**config.mk**
```make
export PLATFORM = sky130hd
export DESIGN_NAME = gpio_irq_unit
export DESIGN_NICKNAME = d
export VERILOG_FILES = /design/src/rtl/gpio_irq_pkg.sv /design/src/rtl/gpio_irq_sync.sv /design/src/rtl/gpio_irq_detect.sv /design/src/rtl/gpio_irq_regs.sv /design/src/rtl/gpio_irq_unit.sv
export SDC_FILE = /design/constraint.sdc
export NUM_CORES = 1
export LEC_CHECK = 0
export BUFFER_PORTS_ARGS = -buffer_cell sky130_fd_sc_hd__buf_2
export CAP_MARGIN = 20
export CORE_MARGIN = 2
export CORE_UTILIZATION = 45
export CTS_CLUSTER_DIAMETER = 120
export DETAILED_ROUTE_END_ITERATION = 10
export PLACE_DENSITY = 0.64
export SLEW_MARGIN = 20
export SYNTH_ARGS = -nofsm -noshare
export SYNTH_HDL_FRONTEND = slang
export SYNTH_HIERARCHICAL = 1
export SYNTH_SLANG_ARGS = --single-unit
```
**constraint.sdc**
```tcl
create_clock -name clk -period 2.8 [get_ports clk]
set_clock_uncertainty 0.1 [all_clocks]
set_input_delay 0.42 -clock clk [delete_from_list [all_inputs] [get_ports clk]]
set_output_delay 0.42 -clock clk [all_outputs]
set_load 0.02 [all_outputs]
```
**src/rtl/gpio_irq_pkg.sv**
```systemverilog
package gpio_irq_pkg;

    localparam int unsigned ADDR_W = 12;

    localparam logic [ADDR_W-1:0] OFF_SENSE = 12'h404;
    localparam logic [ADDR_W-1:0] OFF_ANYE  = 12'h408;
    localparam logic [ADDR_W-1:0] OFF_POL   = 12'h40C;
    localparam logic [ADDR_W-1:0] OFF_MASK  = 12'h410;
    localparam logic [ADDR_W-1:0] OFF_RAW   = 12'h414;
    localparam logic [ADDR_W-1:0] OFF_MSK   = 12'h418;
    localparam logic [ADDR_W-1:0] OFF_ACK   = 12'h41C;

    typedef enum logic [2:0] {
        TRIG_FALL,
        TRIG_RISE,
        TRIG_ANY,
        TRIG_LOW,
        TRIG_HIGH
    } trig_e;

    function automatic trig_e trig_decode(input logic sense, input logic anye,
                                          input logic pol);
        trig_e t;
        if (sense)     t = pol ? TRIG_HIGH : TRIG_LOW;
        else if (anye) t = TRIG_ANY;
        else           t = pol ? TRIG_RISE : TRIG_FALL;
        return t;
    endfunction

endpackage

```
**src/rtl/gpio_irq_sync.sv**
```systemverilog
module gpio_irq_sync #(
    parameter int unsigned W      = 8,
    parameter int unsigned STAGES = 2
) (
    input  logic         clk,
    input  logic         rst_n,
    input  logic [W-1:0] pin_i,
    output logic [W-1:0] cur_o,
    output logic [W-1:0] prev_o
);
    logic [W-1:0] chain_q [STAGES];
    logic [W-1:0] prev_q;

    generate
        for (genvar s = 0; s < STAGES; s++) begin : g_stage
            if (s == 0) begin : g_first
                always_ff @(posedge clk or negedge rst_n) begin
                    if (!rst_n) chain_q[0] <= '0;
                    else        chain_q[0] <= pin_i;
                end
            end else begin : g_next
                always_ff @(posedge clk or negedge rst_n) begin
                    if (!rst_n) chain_q[s] <= '0;
                    else        chain_q[s] <= chain_q[s-1];
                end
            end
        end
    endgenerate

    always_ff @(posedge clk or negedge rst_n) begin
        if (!rst_n) prev_q <= '0;
        else        prev_q <= chain_q[STAGES-1];
    end

    assign cur_o  = chain_q[STAGES-1];
    assign prev_o = prev_q;
endmodule

```
**src/rtl/gpio_irq_detect.sv**
```systemverilog
module gpio_irq_detect
    import gpio_irq_pkg::*;
(
    input  logic sense,
    input  logic anye,
    input  logic pol,
    input  logic cur,
    input  logic prev,
    output logic hit
);
    trig_e mode;
    logic  rise;
    logic  fall;

    assign mode = trig_decode(sense, anye, pol);
    assign rise = cur & ~prev;
    assign fall = ~cur & prev;

    always_comb begin
        hit = 1'b0;
        unique case (mode)
            TRIG_FALL: hit = fall;
            TRIG_RISE: hit = rise;
            TRIG_ANY:  hit = rise | fall;
            TRIG_LOW:  hit = ~cur;
            TRIG_HIGH: hit = cur;
            default:   hit = 1'b0;
        endcase
    end
endmodule

```
**src/rtl/gpio_irq_regs.sv**
```systemverilog
module gpio_irq_regs
    import gpio_irq_pkg::*;
#(
    parameter int unsigned W = 8
) (
    input  logic              clk,
    input  logic              rst_n,
    input  logic              bus_wr,
    input  logic [ADDR_W-1:0] bus_addr,
    input  logic [W-1:0]      bus_wdata,
    input  logic [W-1:0]      hit_i,
    output logic [W-1:0]      sense_o,
    output logic [W-1:0]      anye_o,
    output logic [W-1:0]      pol_o,
    output logic [W-1:0]      mask_o,
    output logic [W-1:0]      raw_o,
    output logic [W-1:0]      ack_o,
    output logic [W-1:0]      rdata_o
);
    logic [W-1:0] sense_q, anye_q, pol_q, mask_q, raw_q;
    logic [W-1:0] msk_w;

    assign ack_o = (bus_wr && bus_addr == OFF_ACK) ? bus_wdata : '0;
    assign msk_w = raw_q & mask_q;

    always_ff @(posedge clk or negedge rst_n) begin
        if (!rst_n) begin
            sense_q <= '0;
            anye_q  <= '0;
            pol_q   <= '0;
            mask_q  <= '0;
        end else if (bus_wr) begin
            if (bus_addr == OFF_SENSE) sense_q <= bus_wdata;
            if (bus_addr == OFF_ANYE)  anye_q  <= bus_wdata;
            if (bus_addr == OFF_POL)   pol_q   <= bus_wdata;
            if (bus_addr == OFF_MASK)  mask_q  <= bus_wdata;
        end
    end

    always_ff @(posedge clk or negedge rst_n) begin
        if (!rst_n) raw_q <= '0;
        else        raw_q <= (raw_q & ~ack_o) | hit_i;
    end

    always_comb begin
        rdata_o = '0;
        unique case (bus_addr)
            OFF_SENSE: rdata_o = sense_q;
            OFF_ANYE:  rdata_o = anye_q;
            OFF_POL:   rdata_o = pol_q;
            OFF_MASK:  rdata_o = mask_q;
            OFF_RAW:   rdata_o = raw_q;
            OFF_MSK:   rdata_o = msk_w;
            default:   rdata_o = '0;
        endcase
    end

    assign sense_o = sense_q;
    assign anye_o  = anye_q;
    assign pol_o   = pol_q;
    assign mask_o  = mask_q;
    assign raw_o   = raw_q;
endmodule

```
**src/rtl/gpio_irq_unit.sv**
```systemverilog
module gpio_irq_unit
    import gpio_irq_pkg::*;
#(
    parameter int unsigned W = 8
) (
    input  logic              clk,
    input  logic              rst_n,
    input  logic [W-1:0]      pin_i,
    input  logic              bus_wr,
    input  logic [ADDR_W-1:0] bus_addr,
    input  logic [W-1:0]      bus_wdata,
    output logic [W-1:0]      bus_rdata,
    output logic              irq_o
);
    logic [W-1:0] cur_w, prev_w, hit_w;
    logic [W-1:0] sense_w, anye_w, pol_w, mask_w, raw_w, ack_w;

    gpio_irq_sync #(.W(W), .STAGES(2)) u_sync (
        .clk    (clk),
        .rst_n  (rst_n),
        .pin_i  (pin_i),
        .cur_o  (cur_w),
        .prev_o (prev_w)
    );

    generate
        for (genvar i = 0; i < W; i++) begin : g_pin
            gpio_irq_detect u_det (
                .sense (sense_w[i]),
                .anye  (anye_w[i]),
                .pol   (pol_w[i]),
                .cur   (cur_w[i]),
                .prev  (prev_w[i]),
                .hit   (hit_w[i])
            );
        end
    endgenerate

    gpio_irq_regs #(.W(W)) u_regs (
        .clk       (clk),
        .rst_n     (rst_n),
        .bus_wr    (bus_wr),
        .bus_addr  (bus_addr),
        .bus_wdata (bus_wdata),
        .hit_i     (hit_w),
        .sense_o   (sense_w),
        .anye_o    (anye_w),
        .pol_o     (pol_w),
        .mask_o    (mask_w),
        .raw_o     (raw_w),
        .ack_o     (ack_w),
        .rdata_o   (bus_rdata)
    );

    assign irq_o = |(raw_w & mask_w);
endmodule

```
==> flow_summary.ini <==
[timing]
rsz0062_at_grt = false
maxSlewViolCount = 0
period_needed_ns = 2.70
worst_pin_slew_ns = 0.604
clock.fmax_ghz = 0.370
fin_hold_ws_ns = 0.0734
fin_crit_sh_pct = 96.5
slew_headroom_pct = 59.7
finalHoldViolations = 0
finalSetupViolCount = 0
setup_tns_ns = 0

[floorplan]
boundaryPins = 40
die-area_um2 = 8380
initial_core_util_pct = 47.0
core_um2 = 7330
dieWidth_um = 91.5
die_h_um = 91.5
rows = 31

[layout]
fin_util_pct = 54.2
diodes = 0
finalInstanceArea_um2 = 3970
seq_area_um2 = 1600
multiInputGateArea_um2 = 1610
layout-drive-gt1-share_pct = 33.8
area_growth_pct = 15.2
final_common_cell = dfrtp_1
final_nets = 394
fill_cells = 663
most-common-layout-cells = 64 x dfrtp_1, 40 x mux2_2, 39 x buf_2, 25 x inv_1, 18 x nand2_1

[placed_design]
gp_congestion = 0.792
dp_hpwl_um = 5070
portBuffers = 39
post_dp_cell_area_um2 = 3750

[worst_setup_path]
crit_arrival_ns = 2.18
critical_path_buf_inv_count = 2
start_kind = input pin
crit_type = in2out
cp_top_family = simple AND/OR/NAND/NOR gates
cp_common_cell = buf_2
rrSetupSlack_ns = 1.28
crit_chain = buf_2 > or4b_1 > or4_4 > o221ai_1 > buf_2
max_stage_delay_ns = 0.60
reg2reg_from = u_sync/cur_o[3]
ff2ff_path_depth = 6
crit_fanout = 5
endpoint_kind = primary output
cp_slowest_cell = or4_4
worstPathRequired_ns = 2.28
timing.rr.end = u_regs/raw_o[3]

[worst_hold_path]
min_to = u_sync/chain_q[11]
hp-start = pin_i[3]
hold_path_class = in2reg
hold_depth = 1

[routing]
viasPerCell = 5.36
vias = 2416
drtIter0Drc = 151
drt-total-wl_um = 7300
drt_first_pass_iters = 4
routedWlPerCell_um = 16.2
drc = 0
postRouteAntennaNets = 0

[pwr]
p_clk_share_pct = 42.5
combPwrFrac_pct = 7.5
ir_worst_vdd_v = 0.000241
power_frac_seq_pct = 49.9
p_per_area_nw_per_um2 = 483
switchingPower_mw = 0.461
internal-power_mw = 1.46
p_total_mw = 1.92
power.share.switching_pct = 24.0
p_leak_nw = 1.90

[clocking]
root_buffer = clkbuf_8
clockBufferDepth = 2
cts_max_level = 3
clk_transition_reported_paths_ns = 0.07
post-cts-setup-buffer-count = 0
cts_buffers = 9
postCtsHoldBufs = 1
cts_tree = yes
cts_resized = 0
cts.sinks = 64
clk_latency_ns = 0.35

[synth]
synth_area_per_cell_um2 = 11.5
synth_area_um2 = 3450
synth_nets = 348
synth_cells = 301
yosysWarnings = 6

[run]
cap_violations = 0

[global_routing]
grt_pass1_vias = 2530
grt_first_pass_wirelength_um = 12600
grt_usage_pct = 19.2
antenna_found_initial = 0
globalRouteOverflowTotal = 0
grt_max_degree = 27

[status]
status = complete, no violations
[per-stage QoR]
stage	setup slack (ns)	std cells
after floorplan	0.0906	301
after global placement	0.127	434
after detailed placement	0.129	434
after CTS	0.0981	451
after global routing	0.0576	451
final	0.0968	451
[worst register-to-register path, cell delays in order (launching register included)]
cell and delay, ns:
dfrtp_1 0.42, ha_1 0.22, mux2_1 0.29, o21ai_1 0.12
nand2_1 0.10, nor2_1 0.09, a31oi_1 0.04
[layer usage]
| layer | part of all wire [%] | GRT usage, % |
|---|---|---|
| met1 | 47 | 27.3 |
| met2 | 45 | 28.6 |
| met3 | 4.9 | 3.49 |
| met4 | 2.5 | 8.96 |
| met5 | 0 | 0 |
[power groups by stage]
stage	combinational (mW)	clock, mW	sequential (mW)
2_1_floorplan	0.0876	0	0.969
3_3_place_gp	0.141	0	0.975
3_5_place_dp	0.144	0	0.976
4_1_cts	0.147	0.834	0.958
5_1_grt	0.167	0.881	0.960
6_report	0.145	0.816	0.957
[state kept, by name, summed over array words and instances, names as in the netlist]
register	flops
u_regs/pol_o	8
u_sync/prev_o	8
u_regs/anye_o	8
u_sync/cur_o	8
u_regs/sense_o	8
u_sync/chain_q	8
u_regs/mask_o	8
u_regs/raw_o	8
[final cells by class]
class	count	share of cell area [%]
sequential	64	40.3
inverter	25	2.36
multi-input combinational	190	40.6
timing repair buffer	57	8.38
clock buffer	11	3.81
clock inverter	5	1.39
tap	99	3.12
[worst max-delay path by stage]
stage | startpoint | end | cells past startpoint
after floorplan | bus_addr[9] | bus_rdata[0] | 5
after global routing | bus_addr[9] | bus_rdata[7] | 5
final | bus_addr[9] | bus_rdata[7] | 5
after detailed placement | bus_addr[9] | bus_rdata[0] | 5
after global placement | bus_addr[9] | bus_rdata[7] | 5
after CTS | bus_addr[9] | bus_rdata[7] | 5
Power figures use the tool's default switching activity.
